[config.mk]
export PLATFORM = sky130hd
export DESIGN_NAME = intr_prio_arbiter
export DESIGN_NICKNAME = d
export VERILOG_FILES = /design/src/rtl/intarb_pkg.sv /design/src/rtl/intarb_regs.sv /design/src/rtl/intarb_pick.sv /design/src/rtl/intarb_ack.sv /design/src/rtl/intr_prio_arbiter.sv
export SDC_FILE = /design/constraint.sdc
export NUM_CORES = 1
export LEC_CHECK = 0
export BUFFER_PORTS_ARGS = -buffer_cell sky130_fd_sc_hd__buf_2
export CORE_MARGIN = 4
export CORE_UTILIZATION = 35
export DETAILED_ROUTE_END_ITERATION = 7
export HOLD_SLACK_MARGIN = 0.03
export SYNTH_ARGS = -nofsm -noshare
export SYNTH_HDL_FRONTEND = slang
export SYNTH_SLANG_ARGS = --single-unit
[constraint.sdc]
create_clock -name clk -period 4 [get_ports clk]
set_clock_uncertainty 0.15 [all_clocks]
set_input_delay 0.6 -clock clk [delete_from_list [all_inputs] [get_ports clk]]
set_output_delay 0.6 -clock clk [all_outputs]
set_load 0.05 [all_outputs]
[src/rtl/intarb_pkg.sv]
package intarb_pkg;
  localparam int IDX_W  = 8;
  localparam int ADDR_W = 16;
  typedef logic [IDX_W-1:0] idx_t;
endpackage

[src/rtl/intarb_regs.sv]
module intarb_regs
  import intarb_pkg::*;
#(
  parameter int                NUM_CH = 2,
  parameter logic [ADDR_W-1:0] BASE   = 16'hFFF0
) (
  input  logic                        clk,
  input  logic                        rst_n,
  input  logic                        wr_en,
  input  logic [ADDR_W-1:0]           addr,
  input  idx_t                        wdata,
  output idx_t                        rdata,
  output logic [NUM_CH-1:0]           mask_o,
  output logic [NUM_CH-1:0][IDX_W-1:0] idx_o,
  output logic                        glb_en_o
);
  localparam int OFF_MASK = 0;
  localparam int OFF_IDX0 = 1;
  localparam int OFF_EN   = OFF_IDX0 + NUM_CH;
  localparam int NUM_REG  = OFF_EN + 1;

  logic [ADDR_W-1:0] off;
  logic              in_win;
  idx_t              mask_q, en_q;
  idx_t              idx_q [NUM_CH];

  assign off    = addr - BASE;
  assign in_win = (addr >= BASE) && (off < ADDR_W'(NUM_REG));

  always_ff @(posedge clk or negedge rst_n) begin
    if (!rst_n) begin
      mask_q <= '0;
      en_q   <= '0;
    end else if (wr_en && in_win) begin
      if (off == ADDR_W'(OFF_MASK)) mask_q <= wdata;
      if (off == ADDR_W'(OFF_EN))   en_q   <= wdata;
    end
  end

  for (genvar i = 0; i < NUM_CH; i++) begin : g_idx
    always_ff @(posedge clk or negedge rst_n) begin
      if (!rst_n)
        idx_q[i] <= '0;
      else if (wr_en && in_win && off == ADDR_W'(OFF_IDX0 + i))
        idx_q[i] <= wdata;
    end
    assign idx_o[i] = idx_q[i];
  end

  always_comb begin
    rdata = '0;
    if (in_win) begin
      if (off == ADDR_W'(OFF_MASK)) rdata = mask_q;
      if (off == ADDR_W'(OFF_EN))   rdata = en_q;
      for (int i = 0; i < NUM_CH; i++)
        if (off == ADDR_W'(OFF_IDX0 + i)) rdata = idx_q[i];
    end
  end

  assign mask_o   = mask_q[NUM_CH-1:0];
  assign glb_en_o = en_q[0];

  // a write outside the window leaves the mask and enable untouched
  a_r2_stray_write: assert property (@(posedge clk) disable iff (!rst_n)
    (wr_en && !in_win) |=> ($stable(mask_q) && $stable(en_q)));
  // a write to the mask address lands on the next edge
  a_r1_mask_write: assert property (@(posedge clk) disable iff (!rst_n)
    (wr_en && addr == BASE) |=> (mask_q == $past(wdata)));
endmodule

[src/rtl/intarb_pick.sv]
module intarb_pick #(
  parameter int NUM_CH = 2
) (
  input  logic              clk,
  input  logic              rst_n,
  input  logic [NUM_CH-1:0] elig,
  output logic [NUM_CH-1:0] winner
);
  always_comb begin
    winner = '0;
    for (int i = NUM_CH - 1; i >= 0; i--)
      if (elig[i]) winner = NUM_CH'(1) << i;
  end

  // the winner is one-hot whenever any channel counts
  a_r5_pick_onehot: assert property (@(posedge clk) disable iff (!rst_n)
    (|elig) |-> ($countones(winner) == 1 && (winner & ~elig) == '0));
endmodule

[src/rtl/intarb_ack.sv]
module intarb_ack #(
  parameter int NUM_CH = 2
) (
  input  logic              clk,
  input  logic              rst_n,
  input  logic              cpu_inta,
  input  logic [NUM_CH-1:0] winner,
  output logic [NUM_CH-1:0] grant,
  output logic              busy
);
  logic              inta_q;
  logic [NUM_CH-1:0] grant_q;

  always_ff @(posedge clk or negedge rst_n) begin
    if (!rst_n) begin
      inta_q  <= 1'b0;
      grant_q <= '0;
    end else begin
      inta_q <= cpu_inta;
      if (!cpu_inta)
        grant_q <= '0;
      else if (!inta_q)
        grant_q <= winner;
    end
  end

  assign grant = grant_q & {NUM_CH{cpu_inta}};
  assign busy  = cpu_inta && (|grant_q);

  // the grant stays fixed through a continuing acknowledge
  a_r6_grant_hold: assert property (@(posedge clk) disable iff (!rst_n)
    (cpu_inta && inta_q) |=> (!cpu_inta || $stable(grant_q)));
  // at most one channel is acknowledged
  a_r5_ack_onehot: assert property (@(posedge clk) disable iff (!rst_n)
    $onehot0(grant));
  // with the acknowledge low, nothing is granted
  a_r6_idle_clear: assert property (@(posedge clk) disable iff (!rst_n)
    !cpu_inta |=> (grant_q == '0));
endmodule

[src/rtl/intr_prio_arbiter.sv]
module intr_prio_arbiter
  import intarb_pkg::*;
#(
  parameter int                NUM_CH = 2,
  parameter logic [ADDR_W-1:0] BASE   = 16'hFFF0
) (
  input  logic              clk,
  input  logic              rst_n,
  input  logic [15:0]       bus_addr,
  input  logic              bus_wr_en,
  input  logic [7:0]        bus_wdata,
  output logic [7:0]        bus_rdata,
  input  logic [NUM_CH-1:0] periph_req,
  output logic [NUM_CH-1:0] periph_ack,
  output logic              cpu_int,
  input  logic              cpu_inta,
  output logic [7:0]        vec_data,
  output logic              vec_drive
);
  logic [NUM_CH-1:0]            mask, elig, winner, grant;
  logic [NUM_CH-1:0][IDX_W-1:0] idx;
  logic                         glb_en, busy;

  intarb_regs #(.NUM_CH(NUM_CH), .BASE(BASE)) i_regs (
    .clk(clk), .rst_n(rst_n), .wr_en(bus_wr_en), .addr(bus_addr),
    .wdata(bus_wdata), .rdata(bus_rdata), .mask_o(mask), .idx_o(idx),
    .glb_en_o(glb_en)
  );

  assign elig    = periph_req & mask & {NUM_CH{glb_en}};
  assign cpu_int = |elig;

  intarb_pick #(.NUM_CH(NUM_CH)) i_pick (
    .clk(clk), .rst_n(rst_n), .elig(elig), .winner(winner)
  );

  intarb_ack #(.NUM_CH(NUM_CH)) i_ack (
    .clk(clk), .rst_n(rst_n), .cpu_inta(cpu_inta), .winner(winner),
    .grant(grant), .busy(busy)
  );

  always_comb begin
    vec_data = '0;
    for (int i = 0; i < NUM_CH; i++)
      if (grant[i]) vec_data = vec_data | idx[i];
  end

  assign periph_ack = grant;
  assign vec_drive  = busy;

  // no interrupt while the global enable bit is clear
  a_r4_quiet_disabled: assert property (@(posedge clk) disable iff (!rst_n)
    !glb_en |-> !cpu_int);
  // the vector is only driven inside an acknowledge
  a_r7_drive_in_inta: assert property (@(posedge clk) disable iff (!rst_n)
    vec_drive |-> (cpu_inta && $onehot(periph_ack)));
  // a released vector bus carries zero
  a_r7_released_zero: assert property (@(posedge clk) disable iff (!rst_n)
    !vec_drive |-> (vec_data == '0));
endmodule

# After elaboration in Yosys (flattened, before gate mapping)
# Cells that the tools add are included.
classes:
  addsub: 1
  mul: 0
  div_mod_pow: 0
  magnitude_cmp: 2
  eq_ne: 4
  shift: 0
  n_mux: 11
  n_bitwise: 4
  reduce_logical: 10
op_table:
  columns: ["cell", "count"]
  rows:
  - ["$mux W8", 7]
  - ["$eq A16 B2 Y1 const B", 2]
  - ["$eq A16 B1 Y1 const B", 1]
  - ["$ge A16 B16 Y1 const B", 1]
  - ["$logic_not A16 Y1", 1]
  - ["$lt A16 B3 Y1 const B", 1]
  - ["$sub A16 B16 Y16 const B", 1]
  - ["$mux W2", 4]
  - ["$or A8 B8 Y8", 1]
  - ["$and A2 B2 Y2", 3]
  - ["$logic_and A1 B1 Y1", 5]
  - ["$reduce_and A2 Y1", 2]
  - ["$reduce_or A2 Y1", 2]
  - ["$ne A2 B2 Y1 const B", 1]
word_totals:
  register_bits: 35
  latch_bits: 0
  ram_bits: 0
  rom_bits: 0
  in_bits: 30
  out_inout_bits: 20
  wordCells: 38
  memories: 0

# Depth between registers and ports, before layout
depth:
  word_depth: 7
  depth_mapped: 5
  mapped_depth_nobuf: 4

# Cells and area by module
# Synthesis repeated with hierarchy kept, for this count alone.
hier_totals:
  hier_cells: 121
  hier_area_um2: 1844.3
by_module_without_submodules:
  columns: ["mod", "n_inst", "cells_per_inst", "area_each_um2", "seq_area_each_um2"]
  rows:
  - ["intarb_regs", 1, 95, 1576.5, 800.8]
  - ["intarb_ack", 1, 10, 127.6, 75.1]
  - ["intr_prio_arbiter", 1, 14, 118.9, 0.0]
  - ["intarb_pick", 1, 2, 21.3, 0.0]

# Worst setup path before layout
# No wires, ideal clock.
synth_timing:
  path_type: "input-to-output"
  startpoint: "input cpu_inta"
  endpoint: "output vec_data[0]"
  arrival_ns: 1.883
  required_time_ns: 3.250
  slack_ns: 1.367
  path_stages: 3
  path_buffers: 1
  path_cell_list: "and2_1 > clkbuf_1 > a22o_1"
synth_via:
  elab_chain_cells: 4
synth_lines:
  columns: ["element", "line", "source"]
  rows:
  - ["from (decl)", "intr_prio_arbiter.sv:16", "input logic cpu_inta,"]
  - ["$and A2 B2 Y2 *", "intarb_ack.sv:27", "assign grant = grant_q & {NUM_CH{cpu_inta}};"]
  - ["net periph_ack[0]", "intr_prio_arbiter.sv:14", "output logic [NUM_CH-1:0] periph_ack,"]
  - ["$mux W8 *", "intr_prio_arbiter.sv:45", "if (grant[i]) vec_data = vec_data | idx[i];"]
  - ["$or A8 B8 Y8", "intr_prio_arbiter.sv:45", null]
  - ["$mux W8 *", "intr_prio_arbiter.sv:45", null]
  - ["to (decl)", "intr_prio_arbiter.sv:17", "output logic [7:0] vec_data,"]
# Mark *: on every way through the listed nets, which the timed path passes. The rest lies on a longest branch.

# Worst setup path after layout
layout_timing:
  startpoint: "input bus_addr[9]"
  endpoint: "output bus_rdata[7]"
layout_via:
  elab_chain_cells: 7
  word_cells_on_any_way: 13
  cone_classes: "1 x add/sub; 2 x order compare; 3 x eq/ne; 5 x mux; 2 x reduce/logical"
layout_lines:
  columns: ["element", "line", "source"]
  rows:
  - ["from (decl)", "intr_prio_arbiter.sv:9", "input logic [15:0] bus_addr,"]
  - ["branches (longest 6 deep; another with $sub A16 B16 Y16)", null, null]
  - ["$mux W8 *", "intarb_regs.sv:52", "if (in_win) begin"]
  - ["to (decl)", "intr_prio_arbiter.sv:12", "output logic [7:0] bus_rdata,"]
# Every way passes the cells marked *.

==> metrics.log <==
[metrics] run status: completed
[metrics] antenna violations before repair: 0
[metrics] area overhead of the layout relative to synthesis: 21.7%
[metrics] Mean Syn Cell Area: 15.0 µm²
[metrics] placeable core region: 4820 µm²
[metrics] average wire length per cell after detail routing: 17.2 µm
[metrics] area used by sequential logic in the layout: 876 µm²
[metrics] initial cell density of the core: 0.369
[metrics] clock latency reported for the late side of the worst-skew pair: 0.28 ns
[metrics] Die H: 79.2 µm
[metrics] unique cell type count in the Yosys netlist: 23
[metrics] total number of yosys warnings: 0
[metrics] leakage power total: 1.13 nW
[metrics] HPWL Detailed: 2830 µm
[metrics] slew at the pin with the worst max-slew slack: 0.877 ns
[metrics] largest net degree at the start of global routing: 36
[metrics] R2R cell count: 3
[metrics] number of buffers added on ports: 49
[metrics] via density per instance: 5.02
[metrics] Final Setup Violations: 0
[metrics] RSZ-0062 raised after global routing: no
[metrics] total number of cells along the worst setup path: 5
[metrics] level count of the clock H-tree: 2
[metrics] Slowest-stage cell, CP: sky130_fd_sc_hd__nor4_4
[metrics] cell type group with the largest total delay on the critical path: simple AND/OR/NAND/NOR gates
[metrics] Max Transition Viols Final: 0
[metrics] R2R setup slack: 2.91 ns
[metrics] crit-path max FO: 12
[metrics] total number of nets in the final design: 199
[metrics] library cell appearing most often on the critical path: sky130_fd_sc_hd__buf_2
[metrics] number of I/O pins: 50
[metrics] drc violations: 0
[metrics] clock input transition at the sequential cells of the worst setup and hold paths: 0.07 ns
[metrics] number of hold violations in the final report: 0
[metrics] vias in the first global route: 1290
[metrics] clock share of power: 0.392
[metrics] global-route wire length before repair: 6330 µm
[metrics] Worst setup SP type: input pin
[metrics] area of the multi-input gates: 868 µm²
[metrics] clock buffers created by TritonCTS: 5
[metrics] Worst Setup End Kind: output port
[metrics] Starting DRT DRC Count: 66
[metrics] Setup Fix Bufs, Post-CTS: 0
[metrics] total power draw: 0.000646 W
[metrics] required time worst endpoint: 3.25 ns
[metrics] total nets after synthesis: 148
[metrics] hold buffer count at cts: 0
[metrics] Antenna Violating Nets Remaining: 0
[metrics] maximum clock frequency: 343 MHz
[metrics] Period Utilization, post-route: 0.730
[metrics] fill cell count: 474
[metrics] cell area power density: 299 nW/µm²
[metrics] maximum ir drop on the vdd rail: 0.218 mV
[metrics] count of state elements after synthesis: 35
[metrics] post-synth design cell area: 1780 µm²
[metrics] min-delay worst type: input pin to async pin
[metrics] aggregate negative setup slack: 0 ns
[metrics] RD Place Congestion: 0.679
[metrics] synthesized netlist cell count: 118
[metrics] routed via count: 1184
[metrics] Root Buffer Master: sky130_fd_sc_hd__clkbuf_8
[metrics] NetSw: 0.000142 W
[metrics] CP peak stage delay: 0.80 ns
[metrics] number of buffers on the longest clock path: 2
[metrics] sequential element share of the synthesized area: 0.493
[metrics] Arr. time, crit path: 2.17 ns
[metrics] diodes inserted: 0
[metrics] die outline width: 79.2 µm
[metrics] Resize count post-CTS: 0
[metrics] total global routing overflow: 0
[metrics] switching share of power: 0.219
[metrics] Post-Route WL: 4060 µm
[metrics] Max-Cap Viols: 0
[metrics] sequential group share of total power: 0.549
[metrics] row count: 25
[metrics] overall routing resource usage: 0.136
[metrics] clock sinks: 35
[metrics] internal power consumption: 0.000505 W
[metrics] critical path buffer and inverter count: 2
[metrics] type of the setup path with the least slack: input pin to output port
[metrics] TritonCTS clock tree: built
[metrics] critical path, cell by cell: buf_2 > nand4_1 > nor4_4 > and2_2 > buf_2
[metrics] Period minus WS final: 2.92 ns
[metrics] share of final-layout standard cells stronger than drive strength 1: 0.651
[metrics] Layout Utilization: 0.449
[metrics] relative slew slack: 0.411
[metrics] TritonRoute pass-1 iters: 4
[metrics] floorplan die area: 6280 µm²
[metrics] combinational power share: 0.058
registers in the layout (all words and copies together), names as in the netlist:
signal	cells
i_ack.inta_q	1
i_ack.grant_q	2
i_regs.idx_o	16
i_regs.en_q	8
i_regs.mask_q	8
power groups by stage:
stage               clock, W  sequential, W  combinational, W
floorplan                  0       0.000362         0.0000112
global placement           0       0.000362         0.0000373
detailed placement         0       0.000362         0.0000389
CTS                 0.000265       0.000355         0.0000389
global route        0.000285       0.000355         0.0000427
finish              0.000253       0.000355         0.0000378
cells by family after synthesis:
logic type / Yosys count / synth area share
AOI/OAI and AO/OA: 11 / 0.0529
muxes: 40 / 0.307
DFF: 35 / 0.493
and+or+nand+nor: 27 / 0.130
buffers and inverters: 5 / 0.0176
stage by stage:
step	setup WS, ns	hold WS (ns)	instance area [µm²]	instances
3_5_place_dp	1.07	0.343	2070	229
3_3_place_gp	1.10	0.332	2070	229
2_1_floorplan	1.37	0.154	1780	118
4_1_cts	1.07	0.265	2160	236
5_1_grt	0.994	0.308	2160	236
6_report	1.08	0.239	2160	236
worst register-to-register path: stages, from the launching register on:
cell and delay [ns]:
sky130_fd_sc_hd__dfrtp_1 0.37, sky130_fd_sc_hd__nor2b_1 0.20, sky130_fd_sc_hd__nand4_1 0.11, sky130_fd_sc_hd__a21boi_0 0.18
metal layers:
layer  share of wire  GRT usage  wire length (µm)
met1            0.43      0.162              1740
met2            0.49      0.228              2000
met3           0.066     0.0454               267
met4           0.014     0.0498                55
met5               0          0                 0
synthesized netlist by cell type, drive strengths merged:
cell type	count	area, µm²
nand4	4	40.0
clkbuf	2	7.51
mux2	32	364
mux4	8	180
nor2b	2	12.5
nor2	1	3.75
nor4	1	21.3
nand4b	2	30.0
a21boi	2	15.0
nand4bb	1	11.3
dfrtp	35	876
a22o	8	70.1
and2	10	72.6
a32oi	1	8.76
buf	3	23.8
or2	1	6.26
nand2	4	15.0
nand3	1	17.5
path summary, 6_finish.rpt:
check	start	to
worst max-delay path	bus_addr[9]	bus_rdata[7]
worst min-delay path	rst_n	i_regs.idx_o[2]
worst max register to register	i_regs.en_q[0]	i_ack.grant_q[1]
worst min register to register	i_regs.mask_q[2]	i_regs.mask_q[2]
max in group asynchronous	rst_n	i_regs.idx_o[0]
min in group clk	cpu_inta	i_ack.inta_q
cell usage in the layout, fill, tap and decap left out, types with 2 or more instances in the layout:
cell type / instances
sky130_fd_sc_hd__and2_2: 8
sky130_fd_sc_hd__and2_1: 2
sky130_fd_sc_hd__nand2_1: 4
sky130_fd_sc_hd__buf_2: 49
sky130_fd_sc_hd__nor2b_1: 2
sky130_fd_sc_hd__a21boi_0: 2
sky130_fd_sc_hd__nand4b_2: 2
sky130_fd_sc_hd__a22o_1: 8
sky130_fd_sc_hd__mux2_2: 31
sky130_fd_sc_hd__mux4_2: 8
sky130_fd_sc_hd__clkbuf_8: 6
sky130_fd_sc_hd__dfrtp_1: 35
sky130_fd_sc_hd__nand4_1: 3
cell type report:
cell class                 count  area share
timing repair buffer          49       0.113
multi-input combinational     78       0.402
clock buffer                   6      0.0382
clock inverter                 1     0.00232
sequential                    35       0.405
tap                           67      0.0388
(Power assumes the default switching activity.)
